**config.mk**
```make
export PLATFORM = sky130hd
export DESIGN_NAME = wo_coherence_ctrl
export DESIGN_NICKNAME = d
export VERILOG_FILES = /design/src/rtl/wo_pkg.sv /design/src/rtl/wo_line_table.sv /design/src/rtl/wo_snoop_resp.sv /design/src/rtl/wo_coherence_ctrl.sv
export SDC_FILE = /design/constraint.sdc
export NUM_CORES = 1
export LEC_CHECK = 0
export ABC_CLOCK_PERIOD_IN_PS = 2000
export BUFFER_PORTS_ARGS = -buffer_cell sky130_fd_sc_hd__buf_2
export CAP_MARGIN = 0
export CORE_MARGIN = 1.5
export CORE_UTILIZATION = 38
export CTS_CLUSTER_SIZE = 28
export DETAILED_ROUTE_END_ITERATION = 16
export GPL_TIMING_DRIVEN = 1
export PLACE_DENSITY = 0.58
export SYNTH_ARGS = -nofsm -noshare
export SYNTH_HDL_FRONTEND = slang
export SYNTH_SLANG_ARGS = --single-unit
export TNS_END_PERCENT = 50
```
**constraint.sdc**
```tcl
create_clock -name clk -period 2 [get_ports clk]
set_clock_uncertainty 0.15 [all_clocks]
set_input_delay 0.3 -clock clk [delete_from_list [all_inputs] [get_ports clk]]
set_output_delay 0.3 -clock clk [all_outputs]
set_load 0.01 [all_outputs]
```
**src/rtl/wo_pkg.sv**
```systemverilog
package wo_pkg;
  typedef enum logic [1:0] {
    LS_INV = 2'd0,
    LS_VAL = 2'd1,
    LS_RES = 2'd2,
    LS_DRT = 2'd3
  } line_st_t;

  typedef enum logic [2:0] {
    BC_NONE  = 3'd0,
    BC_READ  = 3'd1,
    BC_READX = 3'd2,
    BC_INV   = 3'd3,
    BC_MEMWR = 3'd4,
    BC_WB    = 3'd5
  } bus_cmd_t;

  typedef enum logic [1:0] {
    OP_RD  = 2'd0,
    OP_WR  = 2'd1,
    OP_RPL = 2'd2,
    OP_RSV = 2'd3
  } lop_t;

  typedef enum logic {
    CS_IDLE = 1'b0,
    CS_BUS  = 1'b1
  } ctl_st_t;
endpackage

```
**src/rtl/wo_line_table.sv**
```systemverilog
module wo_line_table
  import wo_pkg::*;
#(
  parameter int IDX_W = 3
) (
  input  logic             clk,
  input  logic             rst_n,
  input  logic [IDX_W-1:0] lk_idx,
  output line_st_t         lk_st,
  input  logic [IDX_W-1:0] sn_idx,
  output line_st_t         sn_st,
  input  logic             la_en,
  input  logic [IDX_W-1:0] la_idx,
  input  line_st_t         la_st,
  input  logic             sa_en,
  input  logic [IDX_W-1:0] sa_idx,
  input  line_st_t         sa_st
);
  localparam int NLINES = 1 << IDX_W;
  localparam int SW     = $bits(line_st_t);

  logic [NLINES*SW-1:0] flat;

  for (genvar g = 0; g < NLINES; g++) begin : g_line
    logic     hit_l, hit_s, ld;
    line_st_t nxt, q;

    always_comb begin
      hit_l = la_en && (la_idx == IDX_W'(g));
      hit_s = sa_en && (sa_idx == IDX_W'(g));
      ld    = hit_l || hit_s;
      nxt   = hit_l ? la_st : sa_st;  // local completion wins a same-line tie
    end

    always_ff @(posedge clk or negedge rst_n) begin
      if (!rst_n)  q <= LS_INV;
      else if (ld) q <= nxt;
    end

    assign flat[g*SW +: SW] = q;
  end

  assign lk_st = line_st_t'(flat[lk_idx*SW +: SW]);
  assign sn_st = line_st_t'(flat[sn_idx*SW +: SW]);
endmodule

```
**src/rtl/wo_snoop_resp.sv**
```systemverilog
module wo_snoop_resp
  import wo_pkg::*;
(
  input  logic     clk,
  input  logic     rst_n,
  input  logic     snp_valid,
  input  logic [2:0] snp_cmd,
  input  line_st_t cur_st,
  output logic     upd_en,
  output line_st_t upd_st,
  output logic     intervene
);
  always_comb begin
    upd_en    = 1'b0;
    upd_st    = cur_st;
    intervene = 1'b0;
    if (snp_valid) begin
      case (bus_cmd_t'(snp_cmd))
        BC_READ: begin
          intervene = (cur_st == LS_DRT);
          if (cur_st == LS_RES || cur_st == LS_DRT) begin
            upd_en = 1'b1;
            upd_st = LS_VAL;
          end
        end
        BC_READX, BC_INV: begin
          intervene = (cur_st == LS_DRT) && (bus_cmd_t'(snp_cmd) == BC_READX);
          if (cur_st != LS_INV) begin
            upd_en = 1'b1;
            upd_st = LS_INV;
          end
        end
        default: ;
      endcase
    end
  end

  // supplying dirty data always leaves this cache without a dirty copy
  p_intervene_clean_r10: assert property (@(posedge clk) disable iff (!rst_n)
    intervene |-> upd_en && (upd_st != LS_DRT));

  // a snooped read never invalidates a line
  p_read_keeps_r9: assert property (@(posedge clk) disable iff (!rst_n)
    snp_valid && (snp_cmd == 3'd1) && upd_en |-> upd_st == LS_VAL);
endmodule

```
**src/rtl/wo_coherence_ctrl.sv**
```systemverilog
module wo_coherence_ctrl
  import wo_pkg::*;
#(
  parameter int IDX_W = 3
) (
  input  logic             clk,
  input  logic             rst_n,
  input  logic             req_valid,
  input  logic [1:0]       req_op,
  input  logic [IDX_W-1:0] req_idx,
  output logic             req_ready,
  output logic             rsp_valid,
  output logic             bus_req,
  output logic [2:0]       bus_cmd,
  output logic [IDX_W-1:0] bus_idx,
  input  logic             bus_ack,
  input  logic             snp_valid,
  input  logic [2:0]       snp_cmd,
  input  logic [IDX_W-1:0] snp_idx,
  output logic             snp_intervene
);
  // reset: asserted asynchronously, released on the clock
  logic rst_meta, rst_n_i;
  always_ff @(posedge clk or negedge rst_n) begin
    if (!rst_n) begin
      rst_meta <= 1'b0;
      rst_n_i  <= 1'b0;
    end else begin
      rst_meta <= 1'b1;
      rst_n_i  <= rst_meta;
    end
  end

  line_st_t lk_st, sn_st, la_st, sa_st;
  logic     la_en, sa_en;
  logic [IDX_W-1:0] la_idx;

  wo_line_table #(.IDX_W(IDX_W)) u_table (
    .clk(clk), .rst_n(rst_n_i),
    .lk_idx(req_idx), .lk_st(lk_st),
    .sn_idx(snp_idx), .sn_st(sn_st),
    .la_en(la_en), .la_idx(la_idx), .la_st(la_st),
    .sa_en(sa_en), .sa_idx(snp_idx), .sa_st(sa_st)
  );

  wo_snoop_resp u_snoop (
    .clk(clk), .rst_n(rst_n_i),
    .snp_valid(snp_valid), .snp_cmd(snp_cmd), .cur_st(sn_st),
    .upd_en(sa_en), .upd_st(sa_st), .intervene(snp_intervene)
  );

  ctl_st_t          st_q, st_d;
  bus_cmd_t         cmd_q, cmd_d, pl_cmd;
  logic [IDX_W-1:0] idx_q, idx_d;
  line_st_t         fin_q, fin_d, pl_fin, loc_st;
  logic             more_q, more_d, pl_more, need_bus;
  logic             rsp_q, rsp_d, ld;

  // decode of the local request against the current line state
  always_comb begin
    need_bus = 1'b0;
    pl_cmd   = BC_NONE;
    pl_fin   = lk_st;
    pl_more  = 1'b0;
    loc_st   = lk_st;
    case (lop_t'(req_op))
      OP_WR: begin
        case (lk_st)
          LS_INV: begin need_bus = 1'b1; pl_cmd = BC_READX; pl_fin = LS_DRT; end
          LS_VAL: begin need_bus = 1'b1; pl_cmd = BC_INV; pl_fin = LS_RES; pl_more = 1'b1; end
          default: loc_st = LS_DRT;
        endcase
      end
      OP_RPL: begin
        if (lk_st == LS_DRT) begin
          need_bus = 1'b1; pl_cmd = BC_WB; pl_fin = LS_INV;
        end else begin
          loc_st = LS_INV;
        end
      end
      default: begin
        if (lk_st == LS_INV) begin
          need_bus = 1'b1; pl_cmd = BC_READ; pl_fin = LS_VAL;
        end
      end
    endcase
  end

  // next-state logic
  always_comb begin
    st_d   = st_q;
    cmd_d  = cmd_q;
    idx_d  = idx_q;
    fin_d  = fin_q;
    more_d = more_q;
    rsp_d  = 1'b0;
    ld     = 1'b0;
    la_en  = 1'b0;
    la_idx = req_idx;
    la_st  = loc_st;
    case (st_q)
      CS_IDLE: begin
        if (req_valid) begin
          if (need_bus) begin
            ld     = 1'b1;
            st_d   = CS_BUS;
            cmd_d  = pl_cmd;
            idx_d  = req_idx;
            fin_d  = pl_fin;
            more_d = pl_more;
          end else begin
            rsp_d = 1'b1;
            la_en = 1'b1;
          end
        end
      end
      default: begin
        if (bus_ack) begin
          ld = 1'b1;
          if (more_q) begin
            cmd_d  = BC_MEMWR;  // write-through half of the first store
            more_d = 1'b0;
          end else begin
            st_d   = CS_IDLE;
            rsp_d  = 1'b1;
            la_en  = 1'b1;
            la_idx = idx_q;
            la_st  = fin_q;
          end
        end
      end
    endcase
  end

  // registers
  always_ff @(posedge clk or negedge rst_n_i) begin
    if (!rst_n_i) begin
      st_q   <= CS_IDLE;
      cmd_q  <= BC_NONE;
      idx_q  <= '0;
      fin_q  <= LS_INV;
      more_q <= 1'b0;
      rsp_q  <= 1'b0;
    end else begin
      rsp_q <= rsp_d;
      if (ld) begin
        st_q   <= st_d;
        cmd_q  <= cmd_d;
        idx_q  <= idx_d;
        fin_q  <= fin_d;
        more_q <= more_d;
      end
    end
  end

  assign req_ready = (st_q == CS_IDLE);
  assign bus_req   = (st_q == CS_BUS);
  assign bus_cmd   = cmd_q;
  assign bus_idx   = idx_q;
  assign rsp_valid = rsp_q;

  // a waiting bus transaction keeps command and index
  p_bus_hold_r11: assert property (@(posedge clk) disable iff (!rst_n_i)
    bus_req && !bus_ack |=> bus_req && $stable(bus_cmd) && $stable(bus_idx));

  // no new request is taken while the bus is in use
  p_busy_r11: assert property (@(posedge clk) disable iff (!rst_n_i)
    bus_req |-> !req_ready);

  // every response follows an acceptance or a final acknowledge
  p_rsp_cause_r2: assert property (@(posedge clk) disable iff (!rst_n_i)
    rsp_valid |-> $past(req_valid && req_ready) || $past(bus_req && bus_ack));

  // the memory write only ever continues a running bus sequence
  p_memwr_seq_r4: assert property (@(posedge clk) disable iff (!rst_n_i)
    bus_req && (bus_cmd == 3'd4) |-> $past(bus_req));
endmodule

```
==> metrics.md, run 1 <==
| Metric | Value |
|---|---|
| I/O Pins | `26` |
| Max_cap viols | `0` |
| Global route overflow | `0` |
| Detailed-route via count | `~1800` |
| Final hold slack | `81.9 ps` |
| Worst slew margin | `0.643` |
| Total negative slack | `-13090 ps` |
| Worst-margin pin slew | `533 ps` |
| Diodes inserted | `0` |
| Vias in the first global route | `roughly 1700` |
| Sequential share of the synthesized area | `0.365` |
| Non-filler cells, final | `~350` |
| DP HPWL | `3.97 mm` |
| Netlist cell types | `48` |
| Critical Path Source | `u_table.g_line[5].q[0]` |
| Tcrit/Tclk final | `1.29` |
| Critical path class | `flop to flop` |
| Initial DRC Count | `94` |
| Gr usage total | `0.192` |
| Crit path time final | `about 2600 ps` |
| Via density | `~5.1` |
| Worst reg2reg startpoint | `u_table.g_line[5].q[0]` |
| Fin. Hold Viols | `0` |
| Port bufs | `25` |
| Post-synth EDFFs | `0` |
| WP data arrival | `2570 ps` |
| FMAX | `389 MHz` |
| Startpoint Class | `flop` |
| Worst skew pair latency | `around 280 ps` |
| Row count | `26` |
| Hold WC Path Type | `flop to asynchronous set/reset pin` |
| Finish-stage setup viols | `28` |
| Worst path required time | `between 1500 and 2000 ps` |
| PnR worst setup slack | `-573 ps` |
| Cell count after placement | `339` |
| YS warnings | `0` |
| Area Overhead vs Synth | `44.8%` |
| CTS sink count | `29` |
| Most common cell after layout, fill and taps aside | `buf_4` |
| Max Root-Sink Buffers | `2` |
| CTS tree | `done` |
| Simple-gate share of the synthesized area | `0.143` |
| Max-slew violations | `0` |
| Syn Area/Cell | `between 9 and 10 um^2` |
| Cell count after synthesis | `199` |
| Share of post-route cells with drive strength above 1 | `0.462` |
| Slowest stage delay, CP | `510 ps` |
| Crit path max fanout | `4` |
| Synth Area in Compound Gates | `0.189` |
| Initial DRT Pass Iterations | `4` |
| DRC viols | `0` |
| Portion of netlist area occupied by mux cells | `0.206` |
| Commonest cells after routing, fill and taps aside | `buf_4, dfrtp_1, buf_2, mux2i_1, nand2_1` |
| FFs w/ async S/R, synth | `1.00` |
| PD cells | `1150 mW/mm^2` |
| Core Box Area | `0.00507 mm^2` |
| Largest net degree at the start of global routing | `28` |
| P_leak | `1.32 nW` |
| Crit. End Element | `flop` |
| RD Place Congestion | `0.913` |
| Post-synth top flop | `dfrtp_1` |
| CTS Root Cell | `clkbuf_8` |
| DR WL/cell | `about 14 um` |
| RSZ-0062 raised after global routing | `yes` |
| Peak VDD IR | `528 uV` |
| Critical-path top delay cell | `mux4_2` |
| Die Wd | `75.3 um` |
| Die Footprint | `0.00567 mm^2` |
| Largest family of logic cells by synthesized area | `multiplexers` |
| FF+latch count, synth | `29` |
| Post-Synth XOR/XNOR Area | `0.00441` |
| Final net count | `approximately 300` |
| CTS H-Tree Depth | `2` |
| Mapped Area | `0.00199 mm^2` |
| Status | `finished with violations` |
| Wirelength, routed | `approximately 5 mm` |
| Post-synth net total | `221` |
| Initial antenna violation count | `0` |
| Initial Utilization | `0.392` |
| Global-route wire length before repair | `8.02 mm` |
| Overall die height | `75.3 um` |
| Failing checks | `setup timing` |
| Placement Setup Slack | `-809 ps` |
| Clock transition at the registers of the reported paths | `60 ps` |
| Number of nets with antenna violations after routing | `0` |
| Critical-path cell list | `mux4_2 > mux2i_4 > inv_2 > ha_4 > nor2b_4 > o22ai_2 > nand3_2 > o2bb2a_4 > nand2b_4 > mux2i_1` |
| CTS buffer count | `5` |
| Adder-cell share of the synthesized area | `0.0378` |
-- per-layer routing --
metal,GRT usage,wire (um)
met1,0.272,2480
met2,0.279,2210
met3,0.0556,218
met4,0.0714,72
met5,0,0
-- synth_stat cells, types with 3 or more instances --
cell type  number  area share
dfrtp_1        29        0.37
mux2i_1        23        0.12
nand2_1        19       0.036
inv_1          12       0.023
nor2_1         10       0.019
o21ai_0         9       0.023
a22oi_1         7       0.026
nand3_1         7       0.018
nor2b_1         7       0.022
o211ai_1        7       0.026
ha_1            6       0.038
a21oi_1         4       0.010
a31oi_1         4       0.013
mux2_2          4       0.023
nand2b_1        4       0.013
buf_2           3      0.0075
nor3_1          3      0.0075
-- per-stage QoR --
| step | util | instance area [um^2] | total power [mW] |
|---|---|---|---|
| floorplan | - | 2120 | 2.00 |
| global placement | 0.527 | 2680 | 2.72 |
| detailed placement | 0.527 | 2680 | 2.73 |
| CTS | 0.559 | 2840 | 3.28 |
| global route | 0.567 | 2880 | 3.58 |
| finish | 0.567 | 2880 | 3.32 |
-- repair_timing --
item	4_1_cts	5_1_grt
endpoints found under the hold margin	2	0
hold buffers	1	0
setup endpoints to repair	28	28
resized for setup	16	7
pin swaps	5	6
buffers inserted	1	3
-- critical path: cells and delay by family, from the launching register on --
kind                     cells  cell delay (ps)
AO/OA/AOI/OAI                2              400
buffers and inverters        1               80
flip-flops                   1              410
adder cells (fa/ha/maj)      1              180
AND/OR/NAND/NOR              3              420
multiplexers                 3              800
-- report_power, final --
group	internal (mW)	total, mW	switching [mW]
combinational	0.999	1.90	0.897
clock	0.228	0.430	0.202
sequential	0.815	0.993	0.178
-- registers in the layout (all words and copies together), names as in the netlist --
name	count
bus_idx	3
more_q	1
bus_cmd	3
u_table.g_line.q	16
rst_meta	1
fin_q	2
bus_req	1
rst_n_i	1
rsp_valid	1
-- cell families (layout without fill, tap and decap cells) --
group,Yosys count,count (layout)
xor+xnor,1,1
other cells,1,1
flops,29,29
buf+inv,21,101
simple gates,57,57
mux,33,33
compound gates,51,51
fa+ha+maj,6,6
-- area by class of cell --
class / count / area [um^2]
well taps: 70 / 87.6
multi-input cells: 149 / 1370
clock inverters: 1 / 5.00
inverters: 12 / 47.5
flip-flops and latches: 29 / 726
repair buffers: 83 / 571
clock buffers: 5 / 68.8
fillers: 454 / 2200
-- path summary, 6_finish.rpt --
check                                         endpoint  slack (ps)  cells after the start
max in group asynchronous                   bus_cmd[2]        1350                      1
worst min-delay path            u_table.g_line[7].q[1]          80                      1
worst max-delay path            u_table.g_line[7].q[1]        -570                     10
worst max register to register  u_table.g_line[7].q[1]        -570                     10
min in group clk                            bus_idx[0]         160                      3
worst min register to register  u_table.g_line[7].q[1]          80                      1
Note: power is estimated with default switching activity, not from simulation.
==> run 2: changes to the inputs <==
==> constraint.sdc (replaced) <==
create_clock -name clk -period 2 [get_ports clk]
set_clock_uncertainty 0.15 [all_clocks]
set_input_delay 0.3 -clock clk [delete_from_list [all_inputs] [get_ports clk]]
set_output_delay 0.3 -clock clk [all_outputs]
set_load 0.05 [all_outputs]
==> metrics.md, run 2 (synthesized netlist as in run 1, its figures left out) <==
| Metric | Value |
|---|---|
| NetSw | `1.60 mW (was 1.28 mW)` |
| Max reg flops | `16 (unchanged)` |
| Critical-path cell list | `mux4_2 > mux2i_4 > inv_2 > ha_4 > a21oi_2 > nand2b_1 > nand3_4 > inv_4 > a31oi_4 > mux2_4 (was mux4_2 > mux2i_4 > inv_2 > ha_4 > nor2b_4 > o22ai_2 > nand3_2 > o2bb2a_4 > nand2b_4 > mux2i_1)` |
| Status | `finished with violations (unchanged)` |
| Max_cap viols | `0 (unchanged)` |
| Commonest cells after routing, fill and taps aside | `buf_4, dfrtp_1, buf_2, mux2i_1, nand2_1 (unchanged)` |
| CTS buffer count | `5 (unchanged)` |
| Fraction of power consumed by sequential logic | `0.263 (was 0.299)` |
| WP data arrival | `2650 ps (was 2570 ps)` |
| Final net count | `307 (was 302)` |
| P_leak | `1.36 nW (was 1.32 nW)` |
| Fin. Hold Viols | `0 (unchanged)` |
| Max Root-Sink Buffers | `2 (unchanged)` |
| Worst-margin pin slew | `564 ps (was 533 ps)` |
| Initial DRT Pass Iterations | `4 (unchanged)` |
| Crit path time final | `2640 ps (was 2570 ps)` |
| Vias in the first global route | `1777 (was 1691)` |
| Tcrit/Tclk final | `1.32 (was 1.29)` |
| Initial DRC Count | `79 (was 94)` |
| Via density | `5.03 (was 5.09)` |
| Initial antenna violation count | `0 (unchanged)` |
| RSZ-0062 raised after global routing | `yes (unchanged)` |
| PnR worst setup slack | `-635 ps (was -573 ps)` |
| Hold WC Path Type | `flop to asynchronous set/reset pin (unchanged)` |
| Finish-stage setup viols | `28 (unchanged)` |
| Diodes inserted | `0 (unchanged)` |
| Global-route wire length before repair | `8.22 mm (was 8.02 mm)` |
| Global route overflow | `0 (unchanged)` |
| Peak VDD IR | `589 uV (was 528 uV)` |
| Die Wd | `75.3 um (unchanged)` |
| Row count | `26 (unchanged)` |
| Clock power frac | `0.125 (was 0.129)` |
| Largest net degree at the start of global routing | `24 (was 28)` |
| Final hold slack | `97.1 ps (was 81.9 ps)` |
| Core Box Area | `0.00507 mm^2 (unchanged)` |
| Non-filler cells, final | `356 (was 349)` |
| Failing checks | `setup timing (unchanged)` |
| Critical-path top delay cell | `mux4_2 (unchanged)` |
| Final Total Pwr | `3.75 mW (was 3.32 mW)` |
| PD cells | `1270 mW/mm^2 (was 1150 mW/mm^2)` |
| CTS sink count | `29 (unchanged)` |
| Total negative slack | `-13740 ps (was -13090 ps)` |
| Startpoint Class | `flop (unchanged)` |
| Most common cell after layout, fill and taps aside | `buf_4 (unchanged)` |
| Initial Utilization | `0.392 (unchanged)` |
| DP HPWL | `4.03 mm (was 3.97 mm)` |
| Area Overhead vs Synth | `48.9% (was 44.8%)` |
| Switching Share | `0.427 (was 0.385)` |
| Combinational Power Share | `0.612 (was 0.571)` |
| DRC viols | `0 (unchanged)` |
| Worst skew pair latency | `290 ps (was 280 ps)` |
| Largest Register | `u_table.g_line.q (unchanged)` |
| Max-slew violations | `0 (unchanged)` |
| P_int | `2.15 mW (was 2.04 mW)` |
| Share of post-route cells with drive strength above 1 | `0.479 (was 0.462)` |
| Cell count after placement | `340 (was 339)` |
| Port bufs | `25 (unchanged)` |
| I/O Pins | `26 (unchanged)` |
| Number of nets with antenna violations after routing | `0 (unchanged)` |
| Die Footprint | `0.00567 mm^2 (unchanged)` |
| Overall die height | `75.3 um (unchanged)` |
| Detailed-route via count | `1789 (was 1777)` |
| CTS Root Cell | `clkbuf_8 (unchanged)` |
| RD Place Congestion | `0.824 (was 0.913)` |
| Placement Setup Slack | `-807 ps (was -809 ps)` |
| Slowest stage delay, CP | `500 ps (was 510 ps)` |
| Crit path max fanout | `4 (unchanged)` |
| Critical path class | `flop to flop (unchanged)` |
| CTS H-Tree Depth | `2 (unchanged)` |
| Gr usage total | `0.197 (was 0.192)` |
| Worst path required time | `2010 ps (was 1990 ps)` |
| Wirelength, routed | `5.08 mm (was 4.98 mm)` |
| Crit. End Element | `flop (unchanged)` |
| Worst slew margin | `0.622 (was 0.643)` |
| Clock transition at the registers of the reported paths | `70 ps (was 60 ps)` |
| DR WL/cell | `14.3 um (about the same)` |
| FMAX | `379 MHz (was 389 MHz)` |
| CTS tree | `done (unchanged)` |
-- run 2: cell types whose count changed in the layout (fill, tap and decap cells not counted), sizes merged --
cell / before / now
dlygate4sd3: 1 / 2
clkinvlp: 0 / 1
clkinv: 1 / 2
buf: 82 / 86
-- run 2: final timing paths --
check / startpoint / end / slack, ps / cells past startpoint
setup / recovery: u_table.g_line[2].q[1] / bus_cmd[1] / -640 / 10
hold / removal: rst_n_i / u_table.g_line[2].q[0] / 100 / 1
setup reg to reg: u_table.g_line[2].q[1] / bus_cmd[1] / -640 / 10
hold reg to reg: rst_n_i / u_table.g_line[2].q[0] / 100 / 1
max in group asynchronous: rst_n_i / u_table.g_line[5].q[0] / 1040 / 1
min in group clk: rst_meta / rst_n_i / 200 / 0
-- run 2: power groups by stage --
stage | Clock (mW) | Sequential (mW) | Combinational (mW)
finish | 0.470 | 0.987 | 2.30
global route | 0.515 | 1.01 | 2.48
CTS | 0.480 | 0.986 | 2.21
detailed placement | 0 | 0.993 | 2.04
global placement | 0 | 1.00 | 2.02
floorplan | 0 | 1.23 | 1.03
-- run 2: per-stage QoR --
stage	utilization	cell area [um^2]
6_report	0.583	2960
5_1_grt	0.583	2960
4_1_cts	0.571	2900
3_5_place_dp	0.529	2690
3_3_place_gp	0.529	2690
2_1_floorplan	-	2130
-- run 2: final cells by class --
cell class                 count  area [um^2]
timing repair buffer          88          642
multi-input combinational    149         1370
clock inverter                 3         17.5
sequential                    29          726
tap                           70         87.6
inverter                      12         47.5
clock buffer                   5         68.8
fill                         433         2110
-- run 2: what timing repair did --
item | in CTS | in global routing
pin swaps | 1 | 7
setup endpoints to repair | 28 | 28
endpoints found under the hold margin | 6 | 0
setup buffers | 5 | 1
resized for setup | 14 | 11
hold buffers | 2 | 0
-- run 2: critical path, delay by kind of cell, from the launching register on --
kind / cells / cell delay [ps]
fa+ha+maj: 1 / 190
simple gates: 2 / 210
buf+inv: 2 / 140
mux: 3 / 1080
flops: 1 / 410
compound gates: 2 / 330
-- run 2: metal layers --
| metal | vias up | routed length, um | global-route usage |
|---|---|---|---|
| met5 | - | 0 | 0 |
| met4 | 0 | 37 | 0.0575 |
| met3 | 4 | 187 | 0.0476 |
| met2 | 39 | 2360 | 0.311 |
| met1 | 843 | 2490 | 0.269 |
| li1 | 903 | - | - |
==> run 3: changes to the inputs <==
PLACE_DENSITY = default   (was 0.58)
PLACE_DENSITY_LB_ADDON = 0.2   (was default)
SYNTH_HIERARCHICAL = 1   (was default)
==> metrics.md, run 3 <==
| Metric | Value |
|---|---|
| Max reg flops | `16 (unchanged)` |
| Mapped Area | `0.00207 mm^2 (was 0.00199 mm^2)` |
| Initial Utilization | `0.400 (was 0.392)` |
| Sequential share of the synthesized area | `0.351 (was 0.365)` |
| Core Box Area | `0.00517 mm^2 (was 0.00507 mm^2)` |
| CP top delay family | `multiplexers (unchanged)` |
| Global route overflow | `0 (unchanged)` |
| DP HPWL | `3.93 mm (was 4.03 mm)` |
| PD cells | `1470 mW/mm^2 (was 1270 mW/mm^2)` |
| Fraction of power consumed by sequential logic | `0.240 (was 0.263)` |
| Status | `finished with violations (unchanged)` |
| PnR worst setup slack | `-751 ps (was -635 ps)` |
| Global-route wire length before repair | `8.93 mm (was 8.22 mm)` |
| Port bufs | `25 (unchanged)` |
| Diodes inserted | `0 (unchanged)` |
| CTS buffer count | `5 (unchanged)` |
| Crit. End Element | `flop (unchanged)` |
| Crit path time final | `2750 ps (was 2640 ps)` |
| Detailed-route via count | `1781 (was 1789)` |
| I/O Pins | `26 (unchanged)` |
| Largest net degree at the start of global routing | `18 (was 24)` |
| Synth top area cells | `dfrtp_1, mux4_1, mux2i_1 (was dfrtp_1, mux2i_1, ha_1)` |
| Area Overhead vs Synth | `40.6% (was 48.9%)` |
| FFs w/ async S/R, synth | `1.00 (unchanged)` |
| Switching Share | `0.414 (was 0.427)` |
| Post-synth top flop | `dfrtp_1 (unchanged)` |
| Area of the multi-input gates | `0.00142 mm^2 (was 0.00137 mm^2)` |
| CTS sink count | `29 (unchanged)` |
| Post-synth net total | `216 (was 221)` |
| Placement Setup Slack | `-851 ps (was -807 ps)` |
| CTS Root Cell | `clkbuf_8 (unchanged)` |
| RSZ-0062 raised after global routing | `yes (unchanged)` |
| Commonest cells after routing, fill and taps aside | `buf_4, dfrtp_1, buf_2, mux2i_1, nand2_1 (unchanged)` |
| Initial DRC Count | `88 (was 79)` |
| CTS H-Tree Depth | `2 (unchanged)` |
| Synth cell count leaders | `dfrtp_1, mux2i_1, nand2_1 (unchanged)` |
| Critical path class | `flop to flop (unchanged)` |
| Final Total Pwr | `4.27 mW (was 3.75 mW)` |
| Via density | `5.25 (was 5.03)` |
| Largest area contributor in the netlist | `dfrtp_1 (unchanged)` |
| RD Place Congestion | `0.827 (was 0.824)` |
| Worst path required time | `2010 ps (about the same)` |
| Cell count after synthesis | `192 (was 199)` |
| Max Root-Sink Buffers | `2 (unchanged)` |
| Slowest stage delay, CP | `480 ps (was 500 ps)` |
| Largest Register | `u_table/g_line.q (was u_table.g_line.q)` |
| FF+latch count, synth | `29 (unchanged)` |
| Initial DRT Pass Iterations | `4 (unchanged)` |
| Peak VDD IR | `998 uV (was 589 uV)` |
| Gr usage total | `0.193 (was 0.197)` |
| DR WL/cell | `15.3 um (was 14.3 um)` |
| P_leak | `1.33 nW (was 1.36 nW)` |
| Fin. Hold Viols | `0 (unchanged)` |
| FMAX | `364 MHz (was 379 MHz)` |
| Clock transition at the registers of the reported paths | `60 ps (was 70 ps)` |
| Synth top area share | `0.351 (was 0.365)` |
| Failing checks | `setup timing (unchanged)` |
| Worst skew pair latency | `280 ps (was 290 ps)` |
| Overall die height | `76.8 um (was 75.3 um)` |
| Max_cap viols | `0 (unchanged)` |
| Startpoint Class | `flop (unchanged)` |
| Row count | `26 (unchanged)` |
| Combinational Power Share | `0.611 (was 0.612)` |
| NetSw | `1.77 mW (was 1.60 mW)` |
| DRC viols | `0 (unchanged)` |
| Syn Area/Cell | `10.8 um^2 (was 9.99 um^2)` |
| Vias in the first global route | `1811 (was 1777)` |
| Number of nets with antenna violations after routing | `0 (unchanged)` |
| Hold WC Path Type | `flop to asynchronous set/reset pin (unchanged)` |
| Max-slew violations | `0 (unchanged)` |
| Netlist cell types | `42 (was 48)` |
| CTS tree | `done (unchanged)` |
| Post-synth EDFFs | `0 (unchanged)` |
| Fillers | `448 (was 433)` |
| Final net count | `292 (was 307)` |
| Die Footprint | `0.00590 mm^2 (was 0.00567 mm^2)` |
| Tcrit/Tclk final | `1.38 (was 1.32)` |
| YS warnings | `6 (was 0)` |
| Clock power frac | `0.149 (was 0.125)` |
| Crit path max fanout | `4 (unchanged)` |
| P_int | `2.50 mW (was 2.15 mW)` |
| Share of post-route cells with drive strength above 1 | `0.465 (was 0.479)` |
| Finish-stage setup viols | `28 (unchanged)` |
| Initial antenna violation count | `0 (unchanged)` |
| Most common cell after layout, fill and taps aside | `buf_4 (unchanged)` |
| Wirelength, routed | `5.19 mm (was 5.08 mm)` |
| Critical-path top delay cell | `mux4_2 (unchanged)` |
| Die Wd | `76.8 um (was 75.3 um)` |
| WP buf/inv | `1 (was 2)` |
| Critical-path cell list | `mux4_2 > mux2_4 > ha_4 > a211oi_4 > nor3_2 > o21ai_2 > buf_2 > nand4b_1 > nor2_1 > a21oi_1 (was mux4_2 > mux2i_4 > inv_2 > ha_4 > a21oi_2 > nand2b_1 > nand3_4 > inv_4 > a31oi_4 > mux2_4)` |
| WP data arrival | `2760 ps (was 2650 ps)` |
| Count leader, synth | `dfrtp_1 (unchanged)` |
| Reg area | `726 um^2 (unchanged)` |
run 3: what timing repair did:
item                                    4_1_cts  5_1_grt
endpoints found under the setup margin       28       28
gates resized for setup                       8        5
gates cloned                                  0        1
hold buffers                                  1        0
pin swaps                                     1       10
buffers inserted                              1        1
hold endpoints to repair                      2        0
run 3: final timing paths:
| path | startpoint | depth (start not counted) | slack [ps] | endpoint |
|---|---|---|---|---|
| max in group asynchronous | rst_n_i | 1 | 1090 | u_table/g_line[5].q[1] |
| worst min-delay path | rst_n_i | 0 | 20 | bus_idx[0] |
| min in group clk | rst_meta | 0 | 210 | rst_n_i |
| worst min register to register | rst_n_i | 0 | 20 | bus_idx[0] |
| worst max-delay path | u_table/g_line[3].q[0] | 10 | -750 | u_table/g_line[3].q[0] |
| worst max register to register | u_table/g_line[3].q[0] | 10 | -750 | u_table/g_line[3].q[0] |
run 3: per-layer routing:
metal	up-vias	track usage	wire length, um
li1	879	-	-
met1	840	0.263	2480
met2	55	0.300	2260
met3	7	0.0452	378
met4	0	0.0648	72
met5	-	0	0
run 3: logic make-up after synthesis:
logic type,count (synthesis),synth area share
adders and majority gates,8,0.0484
muxes,39,0.259
buffers and inverters,15,0.0284
DFF,29,0.351
xor gates and xnor gates,1,0.00423
AOI/OAI and AO/OA,36,0.108
other,1,0.00181
and+or+nand+nor,63,0.200
run 3: area by class of cell:
cell class	instances	area share
multi-input combinational	148	0.488
sequential	29	0.249
timing repair buffer	76	0.182
tap	70	0.0301
clock buffer	7	0.0297
clock inverter	1	0.0103
inverter	8	0.0103
run 3: per-stage QoR:
| step | area [um^2] | TNS, ps | util | hold slack, ps | std cells |
|---|---|---|---|---|---|
| floorplan | 2190 | -15920 | - | -146 | 192 |
| global placement | 2730 | -19930 | 0.528 | -65.4 | 327 |
| detailed placement | 2730 | -20820 | 0.528 | -63.4 | 327 |
| CTS | 2890 | -17640 | 0.560 | 35.3 | 337 |
| global route | 2910 | -20800 | 0.562 | 82.0 | 339 |
| finish | 2910 | -18150 | 0.562 | 24.3 | 339 |
run 3: power groups by stage:
stage / clock (mW) / sequential, mW / combinational [mW]
after global routing: 0.675 / 1.06 / 2.82
after global placement: 0 / 1.03 / 2.48
after floorplan: 0 / 1.28 / 1.36
final: 0.636 / 1.03 / 2.61
after CTS: 0.650 / 1.03 / 2.55
after detailed placement: 0 / 1.04 / 2.48
run 3: worst register-to-register path, stage by stage, from the launching register on:
cell and delay, ps:
dfrtp_1 410, mux4_2 480, mux2_4 330, ha_4 200, a211oi_4 270, nor3_2 70
o21ai_2 150, buf_2 190, nand4b_1 200, nor2_1 140, a21oi_1 50
